### src/rtl/ctr_pkg.sv
package ctr_pkg;

    typedef enum logic [1:0] {
        OP_CLEAR = 2'd0,
        OP_LOAD  = 2'd1,
        OP_COUNT = 2'd2,
        OP_HOLD  = 2'd3
    } ctr_op_e;

endpackage

### src/rtl/ctr_ctrl.sv
module ctr_ctrl
    import ctr_pkg::*;
(
    input  logic    clr_n,
    input  logic    load_n,
    input  logic    en_par,
    input  logic    en_trk,
    output ctr_op_e op
);

    // Fixed priority: clear, then load, then count, then hold.
    always_comb begin
        if (!clr_n)
            op = OP_CLEAR;
        else if (!load_n)
            op = OP_LOAD;
        else if (en_par && en_trk)
            op = OP_COUNT;
        else
            op = OP_HOLD;
    end

endmodule

### src/rtl/ctr_step.sv
module ctr_step
    import ctr_pkg::*;
#(
    parameter int W        = 4,
    parameter int TERM_VAL = 15
) (
    input  ctr_op_e      op,
    input  logic [W-1:0] cur,
    input  logic [W-1:0] din,
    output logic [W-1:0] nxt
);

    localparam logic [W-1:0] TC = W'(TERM_VAL);

    // Values at or past the terminal count go to zero. This also pulls
    // illegal decade codes back into the sequence.
    always_comb begin
        unique case (op)
            OP_CLEAR: nxt = '0;
            OP_LOAD:  nxt = din;
            OP_COUNT: nxt = (cur >= TC) ? '0 : cur + 1'b1;
            OP_HOLD:  nxt = cur;
            default:  nxt = cur;
        endcase
    end

endmodule

### src/rtl/ctr_tc.sv
module ctr_tc #(
    parameter int W        = 4,
    parameter int TERM_VAL = 15
) (
    input  logic [W-1:0] cur,
    input  logic         en_trk,
    output logic         carry
);

    localparam logic [W-1:0] TC = W'(TERM_VAL);

    always_comb carry = en_trk && (cur == TC);

endmodule

### src/rtl/presettable_counter.sv
module presettable_counter
    import ctr_pkg::*;
#(
    parameter int W         = 4,
    parameter bit DECADE    = 1'b0,
    parameter bit ASYNC_CLR = 1'b0
) (
    input  logic         clk,
    input  logic         clr_n,
    input  logic         load_n,
    input  logic [W-1:0] din,
    input  logic         en_par,
    input  logic         en_trk,
    output logic [W-1:0] q,
    output logic         carry
);

    localparam int            TERM_VAL = DECADE ? 9 : (1 << W) - 1;
    localparam logic [W-1:0]  TC       = W'(TERM_VAL);

    ctr_op_e      op;
    logic [W-1:0] cnt;
    logic [W-1:0] cnt_nxt;

    ctr_ctrl u_ctrl (
        .clr_n  (clr_n),
        .load_n (load_n),
        .en_par (en_par),
        .en_trk (en_trk),
        .op     (op)
    );

    ctr_step #(.W(W), .TERM_VAL(TERM_VAL)) u_step (
        .op  (op),
        .cur (cnt),
        .din (din),
        .nxt (cnt_nxt)
    );

    ctr_tc #(.W(W), .TERM_VAL(TERM_VAL)) u_tc (
        .cur    (cnt),
        .en_trk (en_trk),
        .carry  (carry)
    );

    // State register: the clear variant is picked at build time.
    generate
        if (ASYNC_CLR) begin : g_async_clr
            always_ff @(posedge clk or negedge clr_n) begin
                if (!clr_n)
                    cnt <= '0;
                else
                    cnt <= cnt_nxt;
            end
        end else begin : g_sync_clr
            always_ff @(posedge clk) begin
                cnt <= cnt_nxt;
            end
        end
    endgenerate

    always_comb q = cnt;

    // Assertion support: becomes set once a clear has been seen.
    logic chk_armed = 1'b0;
    always_ff @(posedge clk) if (!clr_n) chk_armed <= 1'b1;

    generate
        if (ASYNC_CLR) begin : g_a_async
            p_async_clear_r1: assert property (@(posedge clk)
                !clr_n |-> (q == '0));
        end else begin : g_a_sync
            p_sync_clear_r1: assert property (@(posedge clk) disable iff (!chk_armed)
                !clr_n |=> (q == '0));
        end
    endgenerate

    p_load_capture_r3: assert property (@(posedge clk) disable iff (!clr_n || !chk_armed)
        !load_n |=> (q == $past(din)));

    p_hold_r5: assert property (@(posedge clk) disable iff (!clr_n || !chk_armed)
        (load_n && !(en_par && en_trk)) |=> $stable(q));

    p_step_r6: assert property (@(posedge clk) disable iff (!clr_n || !chk_armed)
        (load_n && en_par && en_trk && q < TC) |=> (q == $past(q) + 1'b1));

    p_wrap_r7: assert property (@(posedge clk) disable iff (!clr_n || !chk_armed)
        (load_n && en_par && en_trk && q >= TC) |=> (q == '0));

    p_carry_tc_r9: assert property (@(posedge clk) disable iff (!chk_armed)
        carry |-> (en_trk && q == TC));

endmodule

### config.mk
export PLATFORM = sky130hd
export DESIGN_NAME = presettable_counter
export DESIGN_NICKNAME = d
export VERILOG_FILES = /design/src/rtl/ctr_pkg.sv /design/src/rtl/ctr_ctrl.sv /design/src/rtl/ctr_step.sv /design/src/rtl/ctr_tc.sv /design/src/rtl/presettable_counter.sv
export SDC_FILE = /design/constraint.sdc
export NUM_CORES = 1
export LEC_CHECK = 0
export CAP_MARGIN = 20
export CORE_AREA = 3 3 40 42
export DETAILED_ROUTE_END_ITERATION = 12
export DIE_AREA = 0 0 43 45
export GPL_TIMING_DRIVEN = 0
export HOLD_SLACK_MARGIN = 0.1
export PLACE_DENSITY = 0.51
export SLEW_MARGIN = 30
export SYNTH_ARGS = -nofsm -noshare
export SYNTH_HDL_FRONTEND = slang
export SYNTH_HIERARCHICAL = 1
export SYNTH_SLANG_ARGS = --single-unit
export TNS_END_PERCENT = 50
### constraint.sdc
create_clock -name clk -period 1.7 [get_ports clk]
set_input_delay 0.255 -clock clk [delete_from_list [all_inputs] [get_ports clk]]
set_output_delay 0.255 -clock clk [all_outputs]
set_load 0.01 [all_outputs]
### Yosys cells after proc, flatten, opt, wreduce, memory -nomap -nowiden

Cells that the tools add are included.

* add/sub/neg operators: 1
* multipliers: 0
* divide/modulo/power cells: 0
* $lt $le $gt $ge: 1
* equal/unequal tests: 4
* shifts and indexed selects: 0
* multiplexer cells: 5
* bitwise gates (word level): 0
* reduce and logical (&&, ||, !) cells: 3

Operators by type and width (count)
* $pmux 4 s3: 1
* $add 4x1->4 const B: 1
* $eq 2x2->1 const B: 2
* $eq 4x4->1 const B: 1
* $ge 4x4->1 const B: 1
* $mux 2: 2
* $mux 4: 1
* $eq 2x1->1 const B: 1
* $logic_and 1x1->1: 2
* $logic_not 2->1: 1
* $mux 1: 1

* bits in registers: 4
* latch bits: 0
* bits in writable memories: 0
* memory bits (read-only): 0
* input bits: 9
* output and inout bits: 5
* logic and storage cells: 15
* memories kept: 0

### Logic depth before layout (Yosys ltp)

Gate-level depths: netlist of the first run.

* depth in word-level cells: 6
* mapped depth: 5
* mapped depth without buffers: 5

### Hierarchy

The synthesis of the first run kept the hierarchy.

Modules (own cells, without submodules)
* ctr_step: times used 1, cells an instance 18, area each 140.1 µm²
* presettable_counter: times used 1, cells an instance 4, area each 80.1 µm²
* ctr_ctrl: times used 1, cells an instance 3, area each 17.5 µm²
* ctr_tc: times used 1, cells an instance 3, area each 12.5 µm²

### Worst setup path after synthesis of the first run

OpenSTA, ideal clock, no wires.

* path kind: input-to-reg
* start: input port en_par
* end: register cnt[1], in the netlist q[1]
* setup time: 117 ps
* arrival time: 1027 ps
* required time: 1583 ps
* path slack: 556 ps
* cell stages on the path: 3
* path buffers: 0
* path through: a31oi_1 -> and2b_2 -> a22o_1

* longest elaborated chain between the ends: 6
* elaborated cells on any way between the ends: 9
* classes of those cells: eq/ne: 3; mux: 4; reduce/logical: 2

Ends and longest elaborated chain
* from (decl): RTL line presettable_counter.sv:12 `input logic en_par,`
* $logic_and 1x1->1 *: RTL line ctr_ctrl.sv:17 `else if (en_par && en_trk)`
* $mux 1 *: RTL line ctr_ctrl.sv:17
* $mux 2 *: RTL line ctr_ctrl.sv:15 `else if (!load_n)`
* $mux 2 *: RTL line ctr_ctrl.sv:13 `if (!clr_n)`
* $eq 2x2->1, or another cell as far along: RTL line ctr_step.sv:18 `unique case (op)`
* $pmux 4 s3 *: RTL line ctr_step.sv:18
* via cnt_nxt[1]: RTL line presettable_counter.sv:23 `logic [W-1:0] cnt_nxt;`
* to (signal assigned): RTL line presettable_counter.sv:57 `cnt <= cnt_nxt;`
* to (decl): RTL line presettable_counter.sv:22 `logic [W-1:0] cnt;`

The timed path passes the listed nets; every way through them passes the cells marked *.
A chain may end at the register's enable or synchronous reset.

### Worst setup path after layout of the first run

* start: input port clr_n
* end: register cnt[1], in the netlist q[1]

* longest elaborated chain between the ends: 3
* elaborated cells on any way between the ends: 6
* classes of those cells: eq/ne: 3; mux: 2; reduce/logical: 1

Ends and longest elaborated chain
* from (decl): RTL line presettable_counter.sv:9 `input logic clr_n,`
* $mux 2 *: RTL line ctr_ctrl.sv:13
* via op[0]: RTL line presettable_counter.sv:21 `ctr_op_e op;`
* $eq 2x2->1, or another cell as far along: RTL line ctr_step.sv:18
* $pmux 4 s3 *: RTL line ctr_step.sv:18
* via cnt_nxt[1]: RTL line presettable_counter.sv:23

Marked as above.

==> impl_metrics.json, run 1 <==
{
  "r2r_slack_ps": 630,
  "nets": 56,
  "core_mm2": 0.001285,
  "cpPeakStageDelay_ps": 470,
  "synth_cell_types": 16,
  "syn-mean-instance-area_um2": 8.937,
  "fin_skew_ps": 0.9711,
  "netlist_area_um2": 250.2,
  "clock_latency_ps": 240,
  "root_buffer": "clkbuf_4",
  "drive_gt1_share_pct": 15.91,
  "fin_crit_sh_pct": 89.30,
  "antenna_found_initial": 0,
  "ios": 14,
  "grt_pass1_wl_mm": 1.041,
  "min_period_ps": 1518,
  "slowest_stage": "clkdlybuf4s50_1",
  "io_buffer_count": 13,
  "slew_headroom_pct": 67.70,
  "start_kind": "primary input",
  "crit_path_max_fanout": 6,
  "p_per_area_mw_per_mm2": 739.0,
  "slew_viol_final": 0,
  "cap_viol_max_count": 0,
  "clockBufferDepth": 2,
  "synth_seq_cells": 4,
  "ir_drop_uv": 269.5,
  "crit_cells": 5,
  "post-place-ws_ps": -79.61,
  "cp_cell_sequence": "clkdlybuf4s50_1 -> inv_1 -> a31oi_1 -> and2b_2 -> a22o_1",
  "status": "complete, no violations",
  "crit_required_ps": 1830,
  "dr.first_iter.drc_count": 3,
  "final_util_pct": 32.72,
  "fin_ws_ps": 181.8,
  "dr_total_vias": 256,
  "design_area_um2": 420.4,
  "end_kind": "flop",
  "cellLeakagePower_nw": 0.1690,
  "tightest_slew_ps": 482.2,
  "syn_nets": 38,
  "crit_type": "primary input to flop",
  "start_util_pct": 19.47,
  "layout_common_cells": "clkdlybuf4s50_1 (12), dfxtp_1 (4), nand2_1 (4), clkbuf_4 (3), nand3_1 (3)",
  "ant_nets": 0,
  "dieArea_mm2": 0.001935,
  "syn_inst": 28,
  "clock.fmax_mhz": 658.7,
  "hold_viol_final": 0,
  "die_x_um": 43,
  "place_area_um2": 399.1,
  "fin_cells": 59,
  "setup_viol": 0,
  "area_delta_synth_final_pct": 68.00,
  "grt-ovfl-total": 0,
  "drt_wl_total_um": 600,
  "ys_warn_count": 6,
  "grt_use_total_pct": 7.910,
  "ys_seq_area_share_pct": 32.00,
  "layout_commonest_cell": "clkdlybuf4s50_1",
  "worstHoldPathType": "flop to flop",
  "holdPathStages": 1,
  "h-tree-depth": 1,
  "firstDrtPassIters": 4,
  "routed_via_density": 4.339,
  "gp_congestion": 0.6892,
  "wl_per_cell_um": 10.17,
  "grt_max_degree": 7,
  "holdWs_ps": 520.8,
  "ff2ff_path_depth": 4,
  "largest_reg_flops": 4,
  "arrival_ps": 1640,
  "die_y_um": 45,
  "drc": 0,
  "place_inst": 56,
  "grt_pass1_vias": 262,
  "fillers": 144,
  "rows": 13,
  "clk_pin_slew_worst_paths_ps": 40,
  "cts_num_sinks": 4,
  "post_cts_buffers": 0,
  "critPathBufInv": 2,
  "rsz0062_at_grt": "false",
  "path_delay_family": "compound AO/OA/AOI/OAI gates",
  "cts_made_buffers": 3,
  "diodes": 0,
  "cts_tree": "built"
}
-- cells by family after synthesis --
group	synth area share, %
mux	22.00
fa+ha+maj	4.999
xor+xnor	3.501
simple gates	22.50
buf+inv	1.499
flops	32.00
compound gates	13.50
-- stage by stage --
stage	power (W)	setup TNS [ps]
6_report	0.0003107	0
5_1_grt	0.0003320	0
4_1_cts	0.0003192	0
3_5_place_dp	0.0001948	-137.7
3_3_place_gp	0.0001943	-110.4
2_1_floorplan	0.0001511	0
-- final timing paths --
path                                    from            to
worst max-delay path                   clr_n  q[1]$_DFF_P_
worst min-delay path            q[0]$_DFF_P_  q[0]$_DFF_P_
worst max register to register  q[0]$_DFF_P_  q[2]$_DFF_P_
worst min register to register  q[0]$_DFF_P_  q[0]$_DFF_P_
-- synthesized netlist by cell type, drive strengths merged --
master	number	share of area, %
and2b	1	3.5
o21ai	2	4.0
xor2	1	3.5
nand3	3	6.0
inv	1	1.5
nor2	1	1.5
a22o	2	7.0
mux2i	1	4.0
dfxtp	4	32
and2	1	3.0
a31oi	1	2.5
nand2	4	6.0
nand2b	1	2.5
mux2	4	18
ha	1	5.0
-- power by group --
| group | switching, W | internal (W) | total (W) |
|---|---|---|---|
| logic | 0.0000252 | 0.0000504 | 0.0000757 |
| clock network | 0.0000391 | 0.0000790 | 0.000118 |
| registers | 0.0000132 | 0.000104 | 0.000117 |
| total | 0.0000775 | 0.000233 | 0.000311 |
-- routing by layer --
| layer | vias up | global-route usage [%] | wire [µm] | part of all wire (%) |
|---|---|---|---|---|
| li1 | 134 | - | - | - |
| met1 | 109 | 8.193 | 273 | 46 |
| met2 | 11 | 11.08 | 252 | 42 |
| met3 | 2 | 4.781 | 58 | 9.7 |
| met4 | 0 | 7.229 | 15 | 2.5 |
| met5 | - | 0 | 0 | 0 |
-- cell type report --
class	count	area, µm²	share of cell area (%)
Timing Repair Buffer	13	128.9	30.65
Sequential cell	4	80.08	19.05
Multi-Input combinational cell	23	166.4	39.58
Clock buffer	3	22.52	5.357
Inverter	1	3.754	0.8929
Tap cell	15	18.77	4.464
-- what timing repair did --
| item | 4_1_cts | 5_1_grt |
|---|---|---|
| gates resized for setup | 1 | 0 |
| setup endpoints to repair | 1 | 0 |
| hold buffers | 0 | 0 |
(Power assumes the default switching activity.)
==> inputs of run 2 (changes only) <==
ABC_CLOCK_PERIOD_IN_PS = 1700   (was not set)
==> results of run 2 <==
Same layout as run 1: the final DEF is identical, and so are final timing and power.
==> inputs of run 3 (changes only) <==
--- a/config.mk
+++ b/config.mk
@@ -6,4 +6,5 @@
 export NUM_CORES = 1
 export LEC_CHECK = 0
+export ABC_AREA = 1
 export ABC_CLOCK_PERIOD_IN_PS = 1700
 export CAP_MARGIN = 20
@@ -13,5 +14,5 @@
 export GPL_TIMING_DRIVEN = 0
 export HOLD_SLACK_MARGIN = 0.1
-export PLACE_DENSITY = 0.51
+export PLACE_DENSITY = 0.53
 export SLEW_MARGIN = 30
 export SYNTH_ARGS = -nofsm -noshare
==> constraint.sdc (replaced) <==
create_clock -name clk -period 1.7 [get_ports clk]
set_input_delay 0.425 -clock clk [delete_from_list [all_inputs] [get_ports clk]]
set_output_delay 0.425 -clock clk [all_outputs]
set_load 0.01 [all_outputs]
==> impl_metrics.json, run 3 <==
{
  "dieArea_mm2": 0.001935,
  "fin_cells": 74,
  "holdPathStages": 1,
  "place_area_um2": 421.7,
  "synth.most_common_cell": "nand3_1",
  "syn_inst": 43,
  "hpwl_um": 556,
  "ctsHoldBuffers": 0,
  "min_period_ps": 1601,
  "drt_wl_total_um": 678,
  "async_reset_ff_share_pct": 0,
  "netlist_area_um2": 272.8,
  "cellLeakagePower_nw": 0.2118,
  "syn_nets": 53,
  "end_kind": "primary output",
  "hold_end": "q[0]$_DFF_P_",
  "cpPeakStageDelay_ps": 480,
  "slowest_stage": "clkdlybuf4s50_1",
  "synth-edff-count": 0,
  "nets": 71,
  "root_buffer": "clkbuf_4",
  "antenna_found_initial": 0,
  "start_util_pct": 21.23,
  "grt_pass1_vias": 292,
  "arrival_ps": 1180,
  "rr_endpoint": "q[3]$_DFF_P_",
  "clk_pin_slew_worst_paths_ps": 30,
  "yosysTopAreaCell": "dfxtp_1",
  "setup_viol": 0,
  "core_mm2": 0.001285,
  "power_w": 0.0003138,
  "multiInputGateArea_um2": 162.7,
  "place_inst": 71,
  "cp_cell_sequence": "clkdlybuf4s50_1 -> nand3_1 -> nor2_1 -> buf_2",
  "ff2ff_path_depth": 6,
  "grt_use_met2_pct": 11.98,
  "die_y_um": 45,
  "path_delay_family": "buffers and inverters",
  "clock_latency_ps": 230,
  "layout_commonest_cell": "nand3_1",
  "drc": 0,
  "status": "complete, no violations",
  "die_x_um": 43,
  "fin_skew_ps": 3.617,
  "tightest_slew_ps": 162.3,
  "synth_area_leaders": "dfxtp_1 (29%), nand3_1 (26%), nand2_1 (15%)",
  "p_per_area_mw_per_mm2": 706.5,
  "cts_made_buffers": 3,
  "gp_congestion": 0.7614,
  "dr.first_iter.drc_count": 5,
  "grt-ovfl-total": 0,
  "synth_seq_cells": 4,
  "synth_cell_types": 13,
  "ios": 14,
  "firstDrtPassIters": 2,
  "rows": 13,
  "crit_required_ps": 1270,
  "design_area_um2": 444.2,
  "synth_top_flop_cell": "dfxtp_1",
  "fillers": 149,
  "clock.fmax_mhz": 624.7,
  "netlist.area_leader.share_pct": 29.36,
  "rsz0062_at_grt": "false",
  "grt-busiest-layer": "met2",
  "slew_viol_final": 0,
  "ys_warn_count": 6,
  "hold_viol_final": 0,
  "synth_commonest_cells": "nand3_1 (14), nand2_1 (11), inv_1 (5), dfxtp_1 (4)",
  "critPathBufInv": 2,
  "post-place-ws_ps": -323.5,
  "cts_num_sinks": 4,
  "clockBufferDepth": 2,
  "grt_use_total_pct": 8.743,
  "grt.met3_usage_pct": 7.171,
  "routed_via_density": 4.392,
  "area_delta_synth_final_pct": 62.84,
  "drive_gt1_share_pct": 20.34,
  "wl_per_cell_um": 9.162,
  "ir_drop_uv": 339.3,
  "start_kind": "primary input",
  "dr_total_vias": 325,
  "ys_seq_area_share_pct": 29.36,
  "grt_max_degree": 10,
  "worstHoldStart": "q[0]$_DFF_P_",
  "r2r_slack_ps": 740,
  "crit_path_max_fanout": 2,
  "fin_ws_ps": 99.34,
  "seqCellArea_um2": 85.08,
  "layout_common_cells": "nand3_1 (14), clkdlybuf4s50_1 (12), nand2_1 (11), inv_1 (5), dfxtp_2 (4)",
  "final_util_pct": 34.57,
  "h-tree-depth": 1,
  "largest_reg_flops": 4,
  "grt_pass1_wl_mm": 1.214,
  "ant_nets": 0,
  "cts_tree": "built",
  "diodes": 0,
  "crit_type": "primary input to primary output",
  "io_buffer_count": 13,
  "slew_headroom_pct": 89.17,
  "r2r-start": "q[0]$_DFF_P_",
  "cap_viol_max_count": 0,
  "worstHoldPathType": "flop to flop",
  "syn-mean-instance-area_um2": 6.343,
  "use_met1_pct": 10.60,
  "fin_crit_sh_pct": 94.16
}
[run 3: cell types whose count changed after synthesis, moves of 2 or more]
cell,delta
nand3_1,+11
o21ai_1,-2
nand2_1,+7
inv_1,+4
mux2_1,-2
a22o_1,-2
mux2_2,-2
[run 3: power by group]
part | switching (W) | internal [W] | total, W
Clock | 0.0000368 | 0.0000788 | 0.000116
Sequential | 0.0000157 | 0.000106 | 0.000121
Combinational | 0.0000307 | 0.0000461 | 0.0000768
Total | 0.0000831 | 0.000231 | 0.000314
[run 3: worst max-delay path by stage]
stage | from | end | slack (ps) | depth (start not counted)
after floorplan | q[2]$_DFF_P_ | carry | 550 | 2
after global placement | en_trk | carry | -320 | 4
after detailed placement | en_trk | carry | -320 | 4
after CTS | q[0]$_DFF_P_ | q[0] | 0.2 | 1
after global routing | en_trk | carry | 40 | 4
final | en_trk | carry | 100 | 4
[run 3: cell type report]
class                      count  share of cell area [%]
multi-input combinational     32                   36.62
timing repair buffer          13                   28.17
clock buffer                   3                   5.070
sequential                     4                   19.15
inverter                       6                   5.070
tap                           15                   4.225
buffer                         1                   1.690
[run 3: kinds of logic (layout without fill, tap and decap cells)]
| group | count (synthesis) | after routing | share of synthesized area (%) |
|---|---|---|---|
| AND/OR/NAND/NOR | 29 | 29 | 49.09 |
| buffers and inverters | 7 | 23 | 11.01 |
| flip-flops | 4 | 4 | 29.36 |
| adder cells (fa/ha/maj) | 1 | 1 | 4.586 |
| AO/OA/AOI/OAI | 1 | 1 | 2.753 |
| XOR/XNOR | 1 | 1 | 3.212 |
[run 3: worst register-to-register path, delay by kind of cell, from the launching register on]
kind          cells  cell delay (ps)
simple gates      4              240
fa+ha+maj         1              200
buf+inv           1               40
flops             1              380
[run 3: per-layer routing]
| metal | part of all wire (%) | vias up |
|---|---|---|
| li1 | - | 175 |
| met1 | 44 | 141 |
| met2 | 48 | 9 |
| met3 | 8.0 | 0 |
| met4 | 0 | 0 |
| met5 | 0 | - |
[run 3: repair_timing]
| action | in CTS | in global routing |
|---|---|---|
| setup endpoints to repair | 1 | 4 |
| setup buffers | 0 | 0 |
| gates resized for setup | 4 | 4 |
[run 3: per-stage QoR]
step | TNS, ps | hold WS [ps]
3_3_place_gp | -320.9 | 543.3
5_1_grt | 0 | 553.6
2_1_floorplan | 0 | 531.8
6_report | 0 | 506.6
3_5_place_dp | -323.5 | 548.4
4_1_cts | 0 | 557.1
